**src/rtl/nt_flush_pkg.sv**
```systemverilog
package nt_flush_pkg;

    typedef enum logic [1:0] {
        ST_RUN       = 2'd0,
        ST_HELD      = 2'd1,
        ST_SLOT_WAIT = 2'd2,
        ST_SLOT_HELD = 2'd3
    } fl_state_e;

endpackage

```
**src/rtl/nt_slot_pick.sv**
```systemverilog
// Selects the oldest valid younger instruction as the delay-slot survivor.
module nt_slot_pick #(
    parameter int YOUNG = 4
) (
    input  logic [YOUNG-1:0] vld,
    input  logic             en,
    output logic [YOUNG-1:0] keep,
    output logic             any
);
    logic [YOUNG:0] older_or;

    assign older_or[YOUNG] = 1'b0;

    genvar gi;
    generate
        for (gi = YOUNG - 1; gi >= 0; gi--) begin : g_scan
            assign older_or[gi] = older_or[gi+1] | vld[gi];
            assign keep[gi]     = en & vld[gi] & ~older_or[gi+1];
        end
    endgenerate

    assign any = older_or[0];

endmodule

```
**src/rtl/nt_tgt_latch.sv**
```systemverilog
// Holds the target while a redirect waits for the delay-slot instruction.
module nt_tgt_latch #(
    parameter int PC_W = 32
) (
    input  logic            clk,
    input  logic            rst_n,
    input  logic            cap,
    input  logic [PC_W-1:0] d,
    output logic [PC_W-1:0] q
);
    always_ff @(posedge clk) begin
        if (!rst_n)   q <= '0;
        else if (cap) q <= d;
    end
endmodule

```
**src/rtl/nt_flush_fsm.sv**
```systemverilog
module nt_flush_fsm
    import nt_flush_pkg::*;
#(
    parameter int YOUNG = 4
) (
    input  logic             clk,
    input  logic             rst_n,
    input  logic             hold,
    input  logic             ds_en,
    input  logic             res_vld,
    input  logic             res_taken,
    input  logic             res_live,
    input  logic [YOUNG-1:0] young_vld,
    input  logic             young_any,
    input  logic [YOUNG-1:0] keep_mask,
    output logic             redir,
    output logic [YOUNG-1:0] kill,
    output logic             use_saved,
    output logic             cap_tgt
);
    fl_state_e st, st_nxt;
    logic      taken_now;
    logic      fetch_vld;

    assign taken_now = res_vld & res_taken & res_live;
    assign fetch_vld = young_vld[0];

    always_ff @(posedge clk) begin
        if (!rst_n) st <= ST_RUN;
        else        st <= st_nxt;
    end

    always_comb begin
        st_nxt    = st;
        redir     = 1'b0;
        kill      = '0;
        use_saved = 1'b0;
        cap_tgt   = 1'b0;
        unique case (st)
            ST_RUN: begin
                if (taken_now) begin
                    if (ds_en && !young_any) begin
                        cap_tgt = 1'b1;
                        st_nxt  = hold ? ST_SLOT_HELD : ST_SLOT_WAIT;
                    end else begin
                        redir  = 1'b1;
                        kill   = young_vld & ~keep_mask;
                        st_nxt = hold ? ST_HELD : ST_RUN;
                    end
                end
            end
            ST_HELD: begin
                if (!hold) st_nxt = ST_RUN;
            end
            ST_SLOT_WAIT: begin
                if (fetch_vld) begin
                    redir     = 1'b1;
                    use_saved = 1'b1;
                    st_nxt    = ST_RUN;
                end
            end
            ST_SLOT_HELD: begin
                if (fetch_vld) begin
                    redir     = 1'b1;
                    use_saved = 1'b1;
                    st_nxt    = hold ? ST_HELD : ST_RUN;
                end else if (!hold) begin
                    st_nxt = ST_SLOT_WAIT;
                end
            end
            default: st_nxt = ST_RUN;
        endcase
    end

    p_kill_needs_redir_r9: assert property (@(posedge clk) disable iff (!rst_n)
        (kill != '0) |-> redir);

    p_kill_only_valid_r9: assert property (@(posedge clk) disable iff (!rst_n)
        (kill & ~young_vld) == '0);

    p_keep_single_r4: assert property (@(posedge clk) disable iff (!rst_n)
        $onehot0(keep_mask));

    p_dead_branch_r5: assert property (@(posedge clk) disable iff (!rst_n)
        (st == ST_RUN && !res_live) |-> !redir);

    p_wait_no_kill_r8: assert property (@(posedge clk) disable iff (!rst_n)
        (st == ST_SLOT_WAIT || st == ST_SLOT_HELD) |-> (kill == '0));

    p_held_once_r7: assert property (@(posedge clk) disable iff (!rst_n)
        (redir && hold) |=> !redir);

endmodule

```
**src/rtl/nt_flush_ctrl.sv**
```systemverilog
module nt_flush_ctrl #(
    parameter int PC_W  = 32,
    parameter int YOUNG = 4
) (
    input  logic             clk,
    input  logic             rst_n,
    input  logic             ds_en,
    input  logic             hold,
    input  logic             res_vld,
    input  logic             res_taken,
    input  logic [PC_W-1:0]  res_tgt,
    input  logic [YOUNG:0]   stage_vld,
    output logic [YOUNG-1:0] kill,
    output logic             redir,
    output logic [PC_W-1:0]  redir_pc
);
    localparam int RES_IDX = YOUNG;

    logic [YOUNG-1:0] young_vld;
    logic [YOUNG-1:0] keep_mask;
    logic             young_any;
    logic             use_saved;
    logic             cap_tgt;
    logic [PC_W-1:0]  saved_tgt;

    assign young_vld = stage_vld[YOUNG-1:0];

    nt_slot_pick #(.YOUNG(YOUNG)) u_pick (
        .vld  (young_vld),
        .en   (ds_en),
        .keep (keep_mask),
        .any  (young_any)
    );

    nt_tgt_latch #(.PC_W(PC_W)) u_tgt (
        .clk   (clk),
        .rst_n (rst_n),
        .cap   (cap_tgt),
        .d     (res_tgt),
        .q     (saved_tgt)
    );

    nt_flush_fsm #(.YOUNG(YOUNG)) u_fsm (
        .clk       (clk),
        .rst_n     (rst_n),
        .hold      (hold),
        .ds_en     (ds_en),
        .res_vld   (res_vld),
        .res_taken (res_taken),
        .res_live  (stage_vld[RES_IDX]),
        .young_vld (young_vld),
        .young_any (young_any),
        .keep_mask (keep_mask),
        .redir     (redir),
        .kill      (kill),
        .use_saved (use_saved),
        .cap_tgt   (cap_tgt)
    );

    assign redir_pc = use_saved ? saved_tgt : res_tgt;

    p_not_taken_quiet_r2: assert property (@(posedge clk) disable iff (!rst_n)
        (res_vld && !res_taken && !use_saved) |-> !redir);

endmodule

```
**config.mk**
```make
export PLATFORM = sky130hd
export DESIGN_NAME = nt_flush_ctrl
export DESIGN_NICKNAME = d
export VERILOG_FILES = /design/src/rtl/nt_flush_pkg.sv /design/src/rtl/nt_slot_pick.sv /design/src/rtl/nt_tgt_latch.sv /design/src/rtl/nt_flush_fsm.sv /design/src/rtl/nt_flush_ctrl.sv
export SDC_FILE = /design/constraint.sdc
export NUM_CORES = 1
export LEC_CHECK = 0
export BUFFER_PORTS_ARGS = -buffer_cell sky130_fd_sc_hd__buf_2
export CORE_MARGIN = 2
export CORE_UTILIZATION = 42
export CTS_CLUSTER_SIZE = 10
export DETAILED_ROUTE_END_ITERATION = 7
export HOLD_SLACK_MARGIN = 0.05
export PLACE_DENSITY = 0.72
export SLEW_MARGIN = 20
export SYNTH_ARGS = -nofsm -noshare
export SYNTH_HDL_FRONTEND = slang
export SYNTH_SLANG_ARGS = --single-unit
export TNS_END_PERCENT = 50
```
**constraint.sdc**
```tcl
create_clock -name clk -period 1.7 [get_ports clk]
set_input_delay 0.17 -clock clk [delete_from_list [all_inputs] [get_ports clk]]
set_output_delay 0.17 -clock clk [all_outputs]
set_load 0.03 [all_outputs]
```
Word level (Yosys, flattened, before mapping)
Index checks and enable logic that the tools add are counted.
{ "word_totals": {"ff_bits": 34, "wordCells": 52} }
{ "classes": {"n_mux": 21, "n_eq_ne": 7, "reduce_logical": 5, "bitwise": 17} }
{ "ops": {"columns": ["cell", "n"], "rows": [
  ["2-to-1 mux 32 bit", 1],
  ["2-to-1 mux 2 bit", 6],
  ["2-to-1 mux 4 bit", 3],
  ["AND 1 bit", 9],
  ["2-to-1 mux 1 bit", 9],
  ["one-hot mux 2 bit (4 select lines)", 1],
  ["AND 4 bit", 1],
  ["== test 2 bit, second input constant", 2],
  ["!= test 2 bit, second input constant", 2],
  ["NOT 4 bit", 1],
  ["AND reduction 4 bit", 1],
  ["!= test 3 bit, second input constant", 1],
  ["NOT 1 bit", 3],
  ["OR 1 bit", 3],
  ["== test 2 x 1 -> 1 bit, second input constant", 1],
  ["logical NOT 2 bit", 1],
  ["!= test 2 x 1 -> 1 bit, second input constant", 1],
  ["one-hot mux 1 bit (2 select lines)", 1],
  ["OR reduction 2 bit", 1],
  ["logical AND 1 bit", 1],
  ["logical NOT 1 bit", 1]
]} }

Longest topological paths before layout
{ "logic_depth": {"word_depth": 9, "depth_mapped": 4} }

Cells and area by module
Synthesis repeated with hierarchy kept, for this count alone.
{ "unflattened": {"hier_cells": 166, "hier_area_um2": 2044.5} }
{ "by_module_without_submodules": {"columns": ["mod", "area_per_inst_um2", "cells_each", "seq_area_each_um2", "n_inst"], "rows": [
  ["nt_tgt_latch", 1243.7, 103, 640.6, 1],
  ["nt_flush_ctrl", 544.3, 36, 0.0, 1],
  ["nt_flush_fsm", 206.4, 20, 40.0, 1],
  ["nt_slot_pick", 50.0, 7, 0.0, 1]
]} }

Worst setup path before layout
Ideal clock, no wire load.
{ "synth_timing": {"kind": "reg-to-output", "from": "register u_fsm.st[0]", "to": "output port kill[3]", "arrival_time_ps": 1584, "required_time_ps": 1530, "slack_ps": -54, "path_stages_with_launch": 3, "path_buffers": 0, "path_cell_list": "dfxtp_1 nand4b_4 nor4b_1"} }
{ "synth_between": {"elab_chain_len": 2} }
{ "synth_lines": {"columns": ["element", "line_no", "text"], "rows": [
  ["start, declared", "nt_flush_fsm.sv:21", "fl_state_e st, st_nxt;"],
  ["start signal, assigned", "nt_flush_fsm.sv:30", "else st <= st_nxt;"],
  ["logical NOT 2 bit", "nt_flush_fsm.sv:39", "unique case (st)"],
  ["2-to-1 mux 4 bit", "nt_flush_fsm.sv:39", null],
  ["end, declared", "nt_flush_ctrl.sv:13", "output logic [YOUNG-1:0] kill,"]
]} }
No other way between the ends.

Worst setup path after layout
{ "layout_timing": {"from": "register u_fsm.st[1]", "to": "output port redir_pc[25]"} }
{ "layout_between": {"elab_chain_len": 4} }
{ "layout_lines": {"columns": ["element", "line_no", "text"], "rows": [
  ["== test 2 bit", "nt_flush_fsm.sv:39", null],
  ["OR reduction 2 bit (no source line) (*)", null, null],
  ["2-to-1 mux 1 bit (*)", null, null],
  ["2-to-1 mux 32 bit (*)", "nt_flush_ctrl.sv:60", "assign redir_pc = use_saved ? saved_tgt : res_tgt;"],
  ["end, declared", "nt_flush_ctrl.sv:15", "output logic [PC_W-1:0] redir_pc"]
]} }
Every way passes the cells marked *; elsewhere a longest branch is shown, timed or not.

==> results.sh <==
export IMPL_hold_path_class="in2reg"
export IMPL_period_share_pct=96.3
export IMPL_clockBufferDepth=2
export IMPL_grt_overflow_total=0
export IMPL_clkSinkCount=34
export IMPL_leakagePower_nw=1.05
export IMPL_die_area_sq_um=4970
export IMPL_ys_seq_area_share_pct=36.7
export IMPL_final_util_pct=55.5
export IMPL_dpl_cell_area_sq_um=2290
export IMPL_rsz0062_at_grt="false"
export IMPL_skew_ns=0.00283
export IMPL_wl_met2_microns=1680
export IMPL_ys_seq_elements=34
export IMPL_multi_input_area_sq_um=1080
export IMPL_hold_violations=0
export IMPL_cp_data_required_time_ns=1.53
export IMPL_ys_warn_count=0
export IMPL_via_per_inst=4.80
export IMPL_io_buffers=79
export IMPL_drt_pass1_iter_count=4
export IMPL_nFillCells=396
export IMPL_drt_met1_wl_microns=1670
export IMPL_fin_area_sq_um=2380
export IMPL_antenna_found_initial=0
export IMPL_yosysMostFrequentCell="nand2_1"
export IMPL_synthesis_area_sq_um=1860
export IMPL_grt_use_total_pct=15.2
export IMPL_core_area_sq_um=4290
export IMPL_cellPowerDensity_nw_per_um2=706
export IMPL_post_cts_buffers=0
export IMPL_ant_nets=0
export IMPL_dp_hpwl_microns=2570
export IMPL_slew_headroom_pct=81.2
export IMPL_top_layer_used="met4"
export IMPL_cts_hold_fix_buffers=0
export IMPL_ys_top_cells_by_count="nand2_1 (65), dfxtp_1 (34), mux2i_1 (32)"
export IMPL_cp_cell_sequence="nand2_1 -> buf_6 -> mux2_2 -> buf_2"
export IMPL_avgRoutedWirePerCell_microns=11.3
export IMPL_area_sequential_sq_um=681
export IMPL_nets=313
export IMPL_path_clk_slew_ns=0.06
export IMPL_drc=0
export IMPL_rows=24
export IMPL_setup_viol=0
export IMPL_crit_fanout=16
export IMPL_synth_cell_type_count=24
export IMPL_critPathMaxStageDelay_ns=0.36
export IMPL_drt_wl_total_microns=3640
export IMPL_cts_buffers=5
export IMPL_worst_setup_path_start_kind="flop"
export IMPL_arrival_ns=1.47
export IMPL_io_pins=80
export IMPL_tns_ns=0
export IMPL_die_x_microns=70.5
export IMPL_htreeDepth=2
export IMPL_fp_dieH_microns=70.5
export IMPL_grt_pass1_vias=1369
export IMPL_synth_top_area_share_pct=36.7
export IMPL_cts_tree="built"
export IMPL_postSynthCellCount=191
export IMPL_slowest_stage="mux2_2"
export IMPL_gp_congestion=0.773
export IMPL_yosysTopAreaCell="dfxtp_1"
export IMPL_total_power_mw=1.68
export IMPL_grt_max_degree=67
export IMPL_synth_edf_count=0
export IMPL_clock_latency_ns=0.27
export IMPL_drv_slew=0
export IMPL_min_period_ns=1.64
export IMPL_synth_area_top_cells="dfxtp_1 (37%), mux2i_1 (17%), mux2_2 (15%)"
export IMPL_irDropWorstVdd_v=0.000408
export IMPL_synth_main_ff_cell="dfxtp_1"
export IMPL_cts_root_buf="clkbuf_8"
export IMPL_drive_gt1_share_pct=45.8
export IMPL_area_growth_pct=28.5
export IMPL_synthArstFlopShare_pct=0
export IMPL_routed_wl_met3_microns=264
export IMPL_status="completed"
export IMPL_antenna_cells=0
export IMPL_fmax_mhz=611
export IMPL_synth_nets=234
export IMPL_worstSetupPathType="reg2out"
export IMPL_drtIter0Drc=77
export IMPL_grt_pass1_wl_microns=6090
export IMPL_worstMarginPinSlew_ns=0.281
export IMPL_via_count=1552
export IMPL_start_util_pct=43.2
export IMPL_cap_violations=0
export IMPL_syn_avg_cell_area_sq_um=9.71
export IMPL_whs_ns=0.117
export IMPL_end_kind="output port"
==> kinds of logic after synthesis <==
| kind of cell | Yosys count | synth area share [%] |
|---|---|---|
| muxes | 64 | 36.7 |
| AOI/OAI and AO/OA | 4 | 1.75 |
| and+or+nand+nor | 76 | 19.2 |
| buffers and inverters | 13 | 5.66 |
| DFF | 34 | 36.7 |
==> power breakdown <==
group | switching (mW) | internal, mW | leakage, nW
Clock | 0.268 | 0.326 | 0.0482
Combinational | 0.176 | 0.113 | 0.724
Sequential | 0.00108 | 0.799 | 0.274
Total | 0.446 | 1.24 | 1.05
==> through the flow <==
stage | std cells | setup WS [ns]
4_1_cts | 323 | 0.0374
3_3_place_gp | 315 | 0.0614
5_1_grt | 323 | 0.0113
2_1_floorplan | 191 | 0.181
3_5_place_dp | 315 | 0.0446
6_report | 323 | 0.0630
==> area by class of cell <==
cell class                      instances  share of cell area (%)
Timing Repair Buffer                   85                    19.7
Multi-Input combinational cell        144                    45.2
Clock inverter                          1                   0.210
Tap cell                               52                    2.73
Clock buffer                            7                    3.62
Sequential cell                        34                    28.5
==> flip-flops by register name, summed over array words and instances, names as in the netlist <==
| register | count |
|---|---|
| u_fsm.st | 2 |
| u_tgt.q | 32 |
==> critical path, delay by kind of cell (launching register included) <==
family	cells	cell delay [ns]
flip-flops	1	0.31
multiplexers	1	0.36
buffers and inverters	2	0.40
AND/OR/NAND/NOR	1	0.13
==> repair_timing <==
| item | 4_1_cts | 5_1_grt |
|---|---|---|
| gates cloned | 0 | 0 |
| resized for setup | 1 | 1 |
| setup endpoints to repair | 2 | 1 |
==> layer usage <==
metal	global-route usage, %	vias to the layer above
li1	-	805
met1	18.4	691
met2	24.9	54
met3	5.48	2
met4	5.13	0
met5	0	-
==> worst paths after layout <==
check	start	slack (ns)	to	depth (start not counted)
min	hold	0.12	u_fsm.st[0]	2
max reg2reg	u_fsm.st[0]	0.27	u_tgt.q[5]	4
min reg2reg	u_tgt.q[29]	0.46	u_tgt.q[29]	2
max	u_fsm.st[1]	0.06	redir_pc[25]	4
==> cell usage in the layout (no fill, tap or decap) <==
| master | instances |
|---|---|
| and3_2 | 2 |
| clkbuf_1 | 1 |
| mux2_1 | 8 |
| nand2_1 | 65 |
| o21bai_1 | 1 |
| buf_4 | 3 |
| a22o_2 | 1 |
| buf_6 | 1 |
| nor4_4 | 1 |
| clkinv_2 | 1 |
| dfxtp_1 | 34 |
| o211a_1 | 1 |
| buf_12 | 2 |
| nor3_1 | 1 |
| or4b_4 | 1 |
| clkbuf_8 | 6 |
| nand4b_4 | 1 |
| nand2b_1 | 2 |
| buf_2 | 79 |
| and3b_1 | 1 |
| nor4b_2 | 1 |
| nor2_2 | 1 |
| o21ai_0 | 1 |
| mux2i_1 | 32 |
| mux2_2 | 24 |
No activity file was read; power rests on OpenSTA's default activity.
